## config.mk

```make
export PLATFORM = sky130hd
export DESIGN_NAME = dram_cycle_seq
export DESIGN_NICKNAME = d
export VERILOG_FILES = /design/src/rtl/dram_seq_pkg.sv /design/src/rtl/dram_seq_ctrl.sv /design/src/rtl/dram_seq_path.sv /design/src/rtl/dram_cycle_seq.sv
export SDC_FILE = /design/constraint.sdc
export NUM_CORES = 1
export LEC_CHECK = 0
export BUFFER_PORTS_ARGS = -buffer_cell sky130_fd_sc_hd__buf_2
export CAP_MARGIN = 20
export CORE_MARGIN = 3
export CORE_UTILIZATION = 33
export CTS_BUF_LIST = sky130_fd_sc_hd__clkbuf_4
export CTS_CLUSTER_SIZE = 25
export DETAILED_ROUTE_END_ITERATION = 10
export GPL_ROUTABILITY_DRIVEN = 0
export GPL_TIMING_DRIVEN = 0
export SLEW_MARGIN = 20
export SYNTH_ARGS = -nofsm -noshare
export SYNTH_HDL_FRONTEND = slang
export SYNTH_SLANG_ARGS = --single-unit
```

## constraint.sdc

```tcl
create_clock -name clk -period 4.9 [get_ports clk]
set_input_delay 1.225 -clock clk [delete_from_list [all_inputs] [get_ports clk]]
set_output_delay 1.225 -clock clk [all_outputs]
set_load 0.1 [all_outputs]
```

## src/rtl/dram_seq_pkg.sv

```systemverilog
package dram_seq_pkg;

  typedef enum logic [2:0] {
    PH_IDLE = 3'd0,
    PH_PRE  = 3'd1,
    PH_ROW  = 3'd2,
    PH_COL1 = 3'd3,
    PH_WAIT = 3'd4,
    PH_COL2 = 3'd5,
    PH_GAP  = 3'd6,
    PH_EXT  = 3'd7
  } busPhase_e;

  typedef struct packed {
    logic load;     // capture request fields
    logic rasOn;    // row strobe active
    logic rasAll;   // all row strobes (refresh)
    logic casOn;    // column strobes active
    logic casAll;   // both lanes regardless of request (refresh)
    logic weOn;     // write enable window
    logic refOn;    // refresh pin active
    logic addrOn;   // address bus carries row/column
    logic rowAddr;  // 1: row half, 0: column half
  } ctrlStrobe_t;

endpackage

```

## src/rtl/dram_seq_ctrl.sv

```systemverilog
module dram_seq_ctrl
  import dram_seq_pkg::*;
#(
  parameter int NUM_AREAS = 4,
  parameter int AREA_W    = 2
) (
  input  logic                 clk,
  input  logic                 rstN,
  input  logic                 reqValid,
  input  logic                 reqIsDram,
  input  logic [AREA_W-1:0]    reqArea,
  input  logic [NUM_AREAS-1:0] waitEnMask,
  input  logic                 waitIn,
  input  logic                 colSel,
  input  logic                 refReq,
  output busPhase_e            phase,
  output logic                 reqReady,
  output ctrlStrobe_t          strobes
);

  busPhase_e phaseNext;
  logic refCyc, refCycNext;
  logic waitOk, waitOkNext;
  logic lastDram, lastDramNext;
  logic accept;

  assign reqReady = (phase == PH_IDLE) && !refReq;
  assign accept   = reqReady && reqValid;

  always_comb begin
    phaseNext    = phase;
    refCycNext   = refCyc;
    waitOkNext   = waitOk;
    lastDramNext = lastDram;
    case (phase)
      PH_IDLE: begin
        lastDramNext = 1'b0;
        if (refReq) begin
          phaseNext  = PH_PRE;
          refCycNext = 1'b1;
          waitOkNext = 1'b0;
        end else if (reqValid) begin
          if (reqIsDram) begin
            phaseNext  = PH_PRE;
            refCycNext = 1'b0;
            waitOkNext = waitEnMask[reqArea];
          end else if (lastDram && !colSel) begin
            phaseNext = PH_GAP;
          end else begin
            phaseNext = PH_EXT;
          end
        end
      end
      PH_PRE:  phaseNext = PH_ROW;
      PH_ROW:  phaseNext = PH_COL1;
      PH_COL1: phaseNext = (waitOk && waitIn && !refCyc) ? PH_WAIT : PH_COL2;
      PH_WAIT: phaseNext = (waitOk && waitIn) ? PH_WAIT : PH_COL2;
      PH_COL2: begin
        phaseNext    = PH_IDLE;
        lastDramNext = !refCyc;
      end
      PH_GAP:  phaseNext = PH_EXT;
      PH_EXT:  phaseNext = PH_IDLE;
      default: phaseNext = PH_IDLE;
    endcase
  end

  always_ff @(posedge clk or negedge rstN) begin
    if (!rstN) begin
      phase    <= PH_IDLE;
      refCyc   <= 1'b0;
      waitOk   <= 1'b0;
      lastDram <= 1'b0;
    end else begin
      phase    <= phaseNext;
      refCyc   <= refCycNext;
      waitOk   <= waitOkNext;
      lastDram <= lastDramNext;
    end
  end

  always_comb begin
    strobes      = '0;
    strobes.load = accept;
    case (phase)
      PH_PRE: strobes.refOn = refCyc;
      PH_ROW: begin
        strobes.rasOn   = !refCyc;
        strobes.casOn   = refCyc;
        strobes.casAll  = refCyc;
        strobes.weOn    = !refCyc;
        strobes.addrOn  = !refCyc;
        strobes.rowAddr = 1'b1;
        strobes.refOn   = refCyc;
      end
      PH_COL1: begin
        strobes.rasOn  = 1'b1;
        strobes.rasAll = refCyc;
        strobes.casOn  = refCyc;
        strobes.casAll = refCyc;
        strobes.weOn   = !refCyc;
        strobes.addrOn = !refCyc;
        strobes.refOn  = refCyc;
      end
      PH_WAIT: begin
        strobes.rasOn  = 1'b1;
        strobes.casOn  = 1'b1;
        strobes.weOn   = 1'b1;
        strobes.addrOn = 1'b1;
      end
      PH_COL2: begin
        strobes.rasOn  = 1'b1;
        strobes.rasAll = refCyc;
        strobes.casOn  = 1'b1;
        strobes.casAll = refCyc;
        strobes.weOn   = !refCyc;
        strobes.addrOn = !refCyc;
        strobes.refOn  = refCyc;
      end
      default: ;
    endcase
  end

  // precharge is followed by the row state, the row state by the first column state
  a_r1_pre_to_row: assert property (@(posedge clk) disable iff (!rstN)
    phase == PH_PRE |=> phase == PH_ROW);
  a_r1_row_to_col: assert property (@(posedge clk) disable iff (!rstN)
    phase == PH_ROW |=> phase == PH_COL1);
  // waits not permitted -> second column state follows at once
  a_r3_no_wait: assert property (@(posedge clk) disable iff (!rstN)
    (phase == PH_COL1 && !waitOk) |=> phase == PH_COL2);
  // non-DRAM right after DRAM with write pins as column strobes gets a gap state
  a_r4_gap: assert property (@(posedge clk) disable iff (!rstN)
    (phase == PH_IDLE && lastDram && reqValid && !reqIsDram && !refReq && !colSel)
      |=> phase == PH_GAP);
  // refresh taken first when raised in IDLE
  a_r12_ref_first: assert property (@(posedge clk) disable iff (!rstN)
    (phase == PH_IDLE && refReq) |=> (phase == PH_PRE && refCyc));

endmodule

```

## src/rtl/dram_seq_path.sv

```systemverilog
module dram_seq_path
  import dram_seq_pkg::*;
#(
  parameter int ADDR_W    = 16,
  parameter int NUM_AREAS = 4,
  parameter int AREA_W    = 2,
  localparam int COL_W    = ADDR_W / 2
) (
  input  logic                 clk,
  input  logic                 rstN,
  input  ctrlStrobe_t          strobes,
  input  logic [AREA_W-1:0]    reqArea,
  input  logic                 reqWrite,
  input  logic                 reqUpper,
  input  logic                 reqLower,
  input  logic [ADDR_W-1:0]    reqAddr,
  input  logic                 colSel,
  output logic [NUM_AREAS-1:0] rasN,
  output logic                 hwrN,
  output logic                 lwrN,
  output logic                 altUcasN,
  output logic                 altLcasN,
  output logic                 weN,
  output logic                 rfshN,
  output logic [COL_W-1:0]     muxAddr
);

  logic [AREA_W-1:0] areaQ;
  logic              wrQ, upQ, loQ;
  logic [ADDR_W-1:0] addrQ;
  logic              casUp, casLo;

  always_ff @(posedge clk or negedge rstN) begin
    if (!rstN) begin
      areaQ <= '0;
      wrQ   <= 1'b0;
      upQ   <= 1'b0;
      loQ   <= 1'b0;
      addrQ <= '0;
    end else if (strobes.load) begin
      areaQ <= reqArea;
      wrQ   <= reqWrite;
      upQ   <= reqUpper;
      loQ   <= reqLower;
      addrQ <= reqAddr;
    end
  end

  for (genvar g = 0; g < NUM_AREAS; g++) begin : g_ras
    assign rasN[g] = !(strobes.rasOn && (strobes.rasAll || areaQ == AREA_W'(g)));
  end

  assign casUp    = strobes.casOn && (strobes.casAll || upQ);
  assign casLo    = strobes.casOn && (strobes.casAll || loQ);
  assign hwrN     = !(casUp && !colSel);
  assign lwrN     = !(casLo && !colSel);
  assign altUcasN = !(casUp && colSel);
  assign altLcasN = !(casLo && colSel);
  assign weN      = !(strobes.weOn && wrQ);
  assign rfshN    = !strobes.refOn;

  always_comb begin
    if (!strobes.addrOn)      muxAddr = '0;
    else if (strobes.rowAddr) muxAddr = addrQ[ADDR_W-1:COL_W];
    else                      muxAddr = addrQ[COL_W-1:0];
  end

  // outside refresh at most one row strobe is low
  a_r7_one_row: assert property (@(posedge clk) disable iff (!rstN)
    !strobes.rasAll |-> $countones(~rasN) <= 1);
  // column strobes never appear on both pin pairs at once
  a_r6_one_pair: assert property (@(posedge clk) disable iff (!rstN)
    !((!hwrN || !lwrN) && (!altUcasN || !altLcasN)));
  // refresh pin and write enable are never low together
  a_r10_no_we_in_ref: assert property (@(posedge clk) disable iff (!rstN)
    !rfshN |-> weN);

endmodule

```

## src/rtl/dram_cycle_seq.sv

```systemverilog
module dram_cycle_seq
  import dram_seq_pkg::*;
#(
  parameter int ADDR_W    = 16,
  parameter int NUM_AREAS = 4,
  localparam int AREA_W   = (NUM_AREAS > 1) ? $clog2(NUM_AREAS) : 1,
  localparam int COL_W    = ADDR_W / 2
) (
  input  logic                 clk,
  input  logic                 rstN,
  input  logic                 reqValid,
  output logic                 reqReady,
  input  logic                 reqIsDram,
  input  logic [AREA_W-1:0]    reqArea,
  input  logic                 reqWrite,
  input  logic                 reqUpper,
  input  logic                 reqLower,
  input  logic [ADDR_W-1:0]    reqAddr,
  input  logic [NUM_AREAS-1:0] waitEnMask,
  input  logic                 waitIn,
  input  logic                 colSel,
  input  logic                 refReq,
  output logic [2:0]           busPhase,
  output logic [NUM_AREAS-1:0] rasN,
  output logic                 hwrN,
  output logic                 lwrN,
  output logic                 altUcasN,
  output logic                 altLcasN,
  output logic                 weN,
  output logic                 rfshN,
  output logic [COL_W-1:0]     muxAddr
);

  busPhase_e   phase;
  ctrlStrobe_t strobes;

  dram_seq_ctrl #(.NUM_AREAS(NUM_AREAS), .AREA_W(AREA_W)) i_ctrl (
    .clk(clk), .rstN(rstN), .reqValid(reqValid), .reqIsDram(reqIsDram),
    .reqArea(reqArea), .waitEnMask(waitEnMask), .waitIn(waitIn),
    .colSel(colSel), .refReq(refReq), .phase(phase), .reqReady(reqReady),
    .strobes(strobes)
  );

  dram_seq_path #(.ADDR_W(ADDR_W), .NUM_AREAS(NUM_AREAS), .AREA_W(AREA_W)) i_path (
    .clk(clk), .rstN(rstN), .strobes(strobes), .reqArea(reqArea),
    .reqWrite(reqWrite), .reqUpper(reqUpper), .reqLower(reqLower),
    .reqAddr(reqAddr), .colSel(colSel), .rasN(rasN), .hwrN(hwrN), .lwrN(lwrN),
    .altUcasN(altUcasN), .altLcasN(altLcasN), .weN(weN), .rfshN(rfshN),
    .muxAddr(muxAddr)
  );

  assign busPhase = phase;

endmodule

```

### After elaboration in Yosys (flattened, before gate mapping)

Cells that the tools add are included.

* register bits: 27
* output and inout port bits: 22
* logic and storage cells: 94

* $lt $le $gt $ge: 1
* equal/unequal tests: 11
* mux-type cells: 25
* reductions and logical operators: 48

Operator list (count)
* $pmux 3 s7: 1
* $logic_and 1x1->1: 16
* $mux 8: 2
* $mux 1: 14
* $logic_not 1->1: 13
* $eq 3x3->1 const B: 4
* $mux 3: 3
* $pmux 1 s2: 4
* $reduce_or 2->1: 4
* $eq 3x2->1 const B: 2
* $logic_or 1x1->1: 6
* $reduce_bool 2->1: 3
* $reduce_or 3->1: 2
* $eq 2x2->1 const B: 2
* $reduce_or 4->1: 1
* $eq 3x1->1 const B: 1
* $logic_not 3->1: 1
* $lt 2x3->1 const B: 1
* $ne 3x3->1 const B: 1
* $reduce_and 3->1: 1
* $bmux 1 s2: 1
* $eq 2x1->1 const B: 1
* $logic_not 2->1: 1

### Depth between registers and ports, before layout

Gate-level depths: netlist (run 1).

* depth after elaboration: 7
* depth in mapped cells: 5

### By module

A second synthesis (run 1) with hierarchy kept.

* cell total of the unflattened synthesis: 131
* area total of the unflattened synthesis: 1535.2 µm²

Modules (own cells, without submodules)
* dram_seq_path: instances 1, cells an instance 76, area each 1078.5 µm², seq. area each 525.5 µm²
* dram_seq_ctrl: instances 1, cells an instance 55, area each 456.7 µm², seq. area each 150.1 µm²

### Worst setup path before layout (run 1)

OpenSTA, ideal clock, no wires.

* kind: reg2out
* start: reg i_ctrl.phase[1]
* end: out muxAddr[6]
* data arrival time: 3.841 ns
* data required time: 3.675 ns
* slack: -0.166 ns
* stages on the path, launching flop included: 6
* path buffers: 2
* cells stage by stage: dfrtp_1 > buf_2 > nor2b_1 > buf_2 > a21oi_1 > o21ai_0

* cells in the longest elaborated chain, start to end: 4
* elaborated cells on any way between the ends: 9
* those cells by class: 4 x eq/ne; 4 x mux; 1 x reduce/logical

Ends and longest elaborated chain
* start, declared: line dram_seq_ctrl.sv:16 `output busPhase_e phase,`
* start signal, assigned: line dram_seq_ctrl.sv:75 `phase <= phaseNext;`
* $eq 3x2->1 or $eq 3x3->1 (tied branches): line dram_seq_ctrl.sv:85 `case (phase)`
* $reduce_or 3->1 (no line) or $mux 1 (tied branches)
* $pmux 1 s2 or $mux 8 (tied branches): line dram_seq_ctrl.sv:85, dram_seq_path.sv:64
* $mux 8 *: line dram_seq_path.sv:63 `if (!strobes.addrOn) muxAddr = '0;`
* end, declared: line dram_cycle_seq.sv:31 `output logic [COL_W-1:0] muxAddr`

Mark *: on every way between the ends. The rest lies on a longest branch, timed or not.

### Final worst setup path (run 1)

* start: reg i_ctrl.phase[0]
* end: out muxAddr[5]

The elaborated chain is that of the path after synthesis.

==> impl_summary.log, run 1 <==
INFO  metric drive_gt1_share = 47.52%
INFO  metric design_area = 1998 sq um
INFO  metric cp-start-kind = flop
INFO  metric syn-num-nets = 177
INFO  metric first_pass_iters = 4
INFO  metric cap_violations = 0
INFO  metric post_cts.repair.setup_buffers = 0
INFO  metric htree_num_levels = 1
INFO  metric grt_pass1_vias = 1247
INFO  metric place_area = 1971 sq um
INFO  metric placed_cells = 263
INFO  metric die-area = 5799 sq um
INFO  metric criticalPathCategory = reg2out
INFO  metric path_max_fanout = 10
INFO  metric route.antenna.remaining_nets = 0
INFO  metric run_status = complete, no violations
INFO  metric synthesis.yosys.warnings = 0
INFO  metric top_level_ports = 54
INFO  metric drc_errors = 0
INFO  metric fillCellCount = 457
INFO  metric clkTransAtPathRegs = 150 ps
INFO  metric root_cell_of_the_clock_tree = sky130_fd_sc_hd__clkbuf_4
INFO  metric setup_violations = 0
INFO  metric mappedNetlistArea = 1624 sq um
INFO  metric cts_made_buffers = 3
INFO  metric cp_num_buf_inv = 3
INFO  metric cts.repair.resized = 0
INFO  metric worstPathArrival = 2410 ps
INFO  metric synth_cells = 145
INFO  metric timing.final.crit_share = 74.09%
INFO  metric critical_path.top_delay_family = buffers and inverters
INFO  metric cp_common_cell = sky130_fd_sc_hd__buf_4
INFO  metric fin_cells = 267
INFO  metric detail_route.iter0.violations = 59
INFO  metric timing.critical_path.cells = buf_4 -> buf_4 -> nor3b_2 -> nand2_1 -> o21ai_1 -> buf_2
INFO  metric slowest_stage = sky130_fd_sc_hd__nor3b_2
INFO  metric fin_nets = 235
INFO  metric post_synth_edffs = 0
INFO  metric hold_path_class = reg2reg
INFO  metric clock_insertion_delay_worst_skew = 340 ps
INFO  metric maxSlewViolCount = 0
INFO  metric max_clock_freq = 275.4 MHz
INFO  metric wl_per_cell = 14.35 um
INFO  metric final.setup_skew = 7.294 ps
INFO  metric portBuffers = 53
INFO  metric drt-vias-per-instance = 4.981
INFO  metric max_slew_margin = 57.99%
INFO  metric synth-seq-cells = 27
INFO  metric vias = 1330
INFO  metric antenna_found_initial = 0
INFO  metric global_route_wire_length_before_repair = 6.237 mm
INFO  metric ant_diodes = 0
INFO  metric area_taken_by_flip_flops_and_latches = 675.6 sq um
INFO  metric remaining_global_route_overflow = 0
INFO  metric largest_reg_flops = 16
INFO  metric final_common_cell = sky130_fd_sc_hd__buf_2
INFO  metric multiInputGateArea = 858.3 sq um
INFO  metric hold_buffers = 0
INFO  metric fp.dieW = 76.15 um
INFO  metric postSynthAreaPerCell = 11.20 sq um
INFO  metric syn2layout_area_growth = 23.04%
INFO  metric maximum_clock_insertion_buffer_count = 2
INFO  metric grt_setup_unrepaired = no
INFO  metric gr_usage_total = 13.09%
INFO  metric routed_wirelength = 3.831 mm
INFO  metric synth_cell_type_count = 34
INFO  metric finalCriticalPeriod = 3631 ps
INFO  metric cts_tree = done
INFO  metric synth_ff_type = sky130_fd_sc_hd__dfrtp_1
INFO  metric setup.reg_to_reg.worst_slack = 3310 ps
INFO  metric critical-path-max-stage-delay = 530 ps
INFO  metric initial_core_util = 35.58%
INFO  metric floorplan.core_area = 4564 sq um
INFO  metric num_rows = 24
INFO  metric critPathRequiredTime = 3670 ps
INFO  metric place.detailed.hpwl = 2.863 mm
INFO  metric clock-sinks = 27
INFO  metric floorplan.die.height = 76.15 um
INFO  metric most-common-layout-cells = 56 x sky130_fd_sc_hd__buf_2, 27 x sky130_fd_sc_hd__dfrtp_1, 20 x sky130_fd_sc_hd__mux2_4
INFO  metric hold_viol = 0
INFO  metric timing_worst_slew_pin_value = 627.4 ps
INFO  metric registers.top_by_ff_count = i_path.addrQ
INFO  metric crit_path_end_kind = primary output
INFO  metric synth-async-reset-ratio = 100.0%
INFO  metric grt_start_max_net_pins = 28
INFO  metric seq_area_frac_synth = 41.60%
INFO  metric biggestRegsByFlops = i_path.addrQ x16, i_ctrl.phase x3, i_path.areaQ x2
cell families after synthesis:
family                 count (synthesis)  share of synthesized area (%)
AOI/OAI and AO/OA                     46                          17.87
muxes                                 29                          25.42
DFF                                   27                          41.60
and+or+nand+nor                       26                          9.553
buffers and inverters                 17                          5.547
layout make-up:
cell class / count / share of cell area (%)
multi-input combinational: 101 / 42.96
sequential: 27 / 33.81
timing repair buffer: 53 / 13.27
tap: 65 / 4.070
buffer: 9 / 3.006
inverter: 8 / 1.503
clock buffer: 3 / 1.127
clock inverter: 1 / 0.2505
worst reg2reg max path: cells and delay by family, from the launching register on:
family	cells	cell delay (ps)
and+or+nand+nor	2	520
DFF	1	480
muxes	1	300
buffers and inverters	1	190
cell usage after synthesis, drive strengths merged (2+ instances only):
cell / instances / area [sq um]
a21oi: 6 / 30.03
a22oi: 8 / 60.06
a31oi: 4 / 25.02
and2: 2 / 12.51
buf: 7 / 52.54
clkbuf: 2 / 7.510
dfrtp: 27 / 675.7
inv: 8 / 30.03
mux2: 28 / 390.4
nand2: 12 / 47.55
nand2b: 2 / 12.51
nand3: 2 / 10.01
nor2b: 3 / 18.77
nor3b: 2 / 20.02
o211ai: 2 / 15.01
o21ai: 15 / 75.07
o21bai: 2 / 15.01
o22ai: 2 / 12.51
layer usage:
layer | global-route usage, % | vias to the layer above | part of all wire (%)
met2 | 19.68 | 48 | 43
met1 | 19.16 | 628 | 50
met3 | 3.428 | 2 | 7.0
li1 | - | 652 | -
met4 | 2.174 | 0 | 0.26
met5 | 0 | - | 0
stage by stage:
step	TNS [ps]	hold slack [ps]	util (%)	setup WS [ps]
2_1_floorplan	-104.1	472.9	-	-52.03
3_3_place_gp	0	487.4	43.17	1632
3_5_place_dp	0	486.4	43.17	1606
4_1_cts	0	525.3	43.78	1254
5_1_grt	0	536.1	43.78	1112
6_report	0	522.6	43.78	1269
worst paths after layout:
path / start / to / depth (start not counted)
max: i_ctrl.phase[0]$_DFFE_PN0P_ / muxAddr[5] / 6
min: i_path.upQ$_DFFE_PN0P_ / i_path.upQ$_DFFE_PN0P_ / 1
max reg2reg: i_ctrl.phase[1]$_DFFE_PN0P_ / i_path.addrQ[12]$_DFFE_PN0P_ / 4
min reg2reg: i_path.upQ$_DFFE_PN0P_ / i_path.upQ$_DFFE_PN0P_ / 1
max in group asynchronous: rstN / i_path.addrQ[4]$_DFFE_PN0P_ / 1
min in group asynchronous: rstN / i_ctrl.waitOk$_DFFE_PN0P_ / 1
Power of run 1 is not shown: default switching activity piles up to over one toggle a cycle in this logic, so the estimate is an artifact.
==> run 2: changes to the inputs <==
Clock period 4.9 ns to 3.44 ns, I/O delays scaled along.
==> impl_summary.log, run 2 (synthesized netlist as in run 1, its figures left out) <==
INFO  metric run_status = complete, no violations
INFO  metric max_clock_freq = 315.9 MHz
INFO  metric registers.top_by_ff_count = i_path.addrQ
INFO  metric cp_num_buf_inv = 2
INFO  metric cts_made_buffers = 3
INFO  metric detail_route.iter0.violations = 104
INFO  metric cap_violations = 0
INFO  metric drive_gt1_share = 54.95%
INFO  metric timing_worst_slew_pin_value = 739.9 ps
INFO  metric top_level_ports = 54
INFO  metric root_cell_of_the_clock_tree = sky130_fd_sc_hd__clkbuf_4
INFO  metric critical-path-max-stage-delay = 620 ps
INFO  metric fin_nets = 235
INFO  metric remaining_global_route_overflow = 0
INFO  metric grt_start_max_net_pins = 28
INFO  metric criticalPathCategory = reg2out
INFO  metric cts_tree = done
INFO  metric routed_wirelength = 4.012 mm
INFO  metric hold_viol = 0
INFO  metric dpl_worst_slack = 340.7 ps
INFO  metric portBuffers = 53
INFO  metric die-area = 5799 sq um
INFO  metric fp.dieW = 76.15 um
INFO  metric setup_violations = 0
INFO  metric max_slew_margin = 50.34%
INFO  metric route.antenna.remaining_nets = 0
INFO  metric critical_path.top_delay_family = compound AO/OA/AOI/OAI gates
INFO  metric clock-sinks = 27
INFO  metric clkTransAtPathRegs = 150 ps
INFO  metric clock_insertion_delay_worst_skew = 330 ps
INFO  metric maximum_clock_insertion_buffer_count = 2
INFO  metric post-route-worst-setup-slack = 274.7 ps
INFO  metric gr_usage_total = 14.02%
INFO  metric floorplan.die.height = 76.15 um
INFO  metric slowest_stage = sky130_fd_sc_hd__o21ai_1
INFO  metric timing.rr.start = i_ctrl.phase[1]$_DFFE_PN0P_
INFO  metric antenna_found_initial = 0
INFO  metric initial_core_util = 35.58%
INFO  metric first_pass_iters = 4
INFO  metric grt_setup_unrepaired = no
INFO  metric grt_pass1_vias = 1352
INFO  metric final.setup_skew = 8.443 ps
INFO  metric final_common_cell = sky130_fd_sc_hd__buf_2
INFO  metric fin_setup_tns = 0 ps
INFO  metric syn2layout_area_growth = 29.74%
INFO  metric drt-vias-per-instance = 4.944
INFO  metric global_route_wire_length_before_repair = 6.693 mm
INFO  metric biggestRegsByFlops = i_path.addrQ x16, i_ctrl.phase x3, i_path.areaQ x2
INFO  metric floorplan.core_area = 4564 sq um
INFO  metric crit_path_end_kind = primary output
INFO  metric timing.final.crit_share = 92.01%
INFO  metric vias = 1320
INFO  metric hold_buffers = 0
INFO  metric post-route-util = 46.16%
INFO  metric critPathRequiredTime = 2580 ps
INFO  metric largest_reg_flops = 16
INFO  metric crit_path_start = i_ctrl.phase[2]$_DFFE_PN0P_
INFO  metric maxSlewViolCount = 0
INFO  metric wl_per_cell = 15.03 um
INFO  metric hold_path_class = in2async
INFO  metric most-common-layout-cells = 56 x sky130_fd_sc_hd__buf_2, 26 x sky130_fd_sc_hd__dfrtp_1, 20 x sky130_fd_sc_hd__mux2_4
INFO  metric finalCriticalPeriod = 3165 ps
INFO  metric worstPathArrival = 2310 ps
INFO  metric path_max_fanout = 10
INFO  metric num_rows = 24
INFO  metric place.detailed.hpwl = 3.060 mm
INFO  metric cp-start-kind = flop
INFO  metric htree_num_levels = 1
INFO  metric ant_diodes = 0
INFO  metric cp_common_cell = sky130_fd_sc_hd__buf_2
INFO  metric timing.critical_path.cells = buf_2 -> nand2b_1 -> o21ai_1 -> a31oi_4 -> buf_2
INFO  metric drc_errors = 0
==> run 2: cell count changes in the layout (fill, tap and decap cells not counted), moves of 4 or more <==
cell,before,now
sky130_fd_sc_hd__a31oi_1,4,0
sky130_fd_sc_hd__a31oi_4,0,4
sky130_fd_sc_hd__o21ai_0,7,3
sky130_fd_sc_hd__o21ai_1,8,3
sky130_fd_sc_hd__o21ai_2,0,9
==> run 2: final timing paths <==
path / end / slack, ps / cells after the start
max: rasN[3] / 270 / 5
min: i_ctrl.waitOk$_DFFE_PN0P_ / 510 / 1
max reg2reg: i_path.addrQ[11]$_DFFE_PN0P_ / 1890 / 4
min reg2reg: i_path.addrQ[11]$_DFFE_PN0P_ / 530 / 1
max in group asynchronous: i_ctrl.phase[0]$_DFFE_PN0P_ / 2500 / 1
min in group clk: i_path.addrQ[11]$_DFFE_PN0P_ / 530 / 1
==> run 2: per-stage QoR <==
stage / hold WS [ps] / instances / instance area [sq um]
3_5_place_dp: 491.7 / 263 / 2071
4_1_cts: 528.6 / 267 / 2101
3_3_place_gp: 485.4 / 263 / 2066
2_1_floorplan: 472.9 / 145 / 1719
5_1_grt: 541.4 / 267 / 2107
6_report: 513.8 / 267 / 2107
==> run 2: timing repair <==
item | in CTS | in global routing
setup endpoints to repair | 4 | 2
buffers inserted | 0 | 0
resized for setup | 1 | 1
endpoints found under the hold margin | 0 | 0
==> run 2: worst reg2reg max path: cells and delay by family (launching register included) <==
family | cells | cell delay [ps]
buffers and inverters | 1 | 190
AND/OR/NAND/NOR | 2 | 490
flip-flops | 1 | 470
multiplexers | 1 | 300
==> run 2: layer usage <==
metal / GRT usage [%] / up-vias / wire, um / part of all wire (%)
met5: 0 / - / 0 / 0
met4: 3.804 / 0 / 44 / 1.1
met3: 2.955 / 5 / 219 / 5.5
met2: 21.99 / 42 / 1833 / 46
met1: 19.60 / 621 / 1914 / 48
li1: - / 652 / - / -
==> run 2: final cells by class <==
type / instances / area, sq um
clock buffer: 4 / 30.03
tap: 65 / 81.33
fill: 469 / 2457
buffer: 9 / 60.06
multi-input combinational: 101 / 963.4
timing repair buffer: 53 / 265.3
sequential: 27 / 676.9
inverter: 8 / 30.03
Power of run 2 is left out for the same reason.
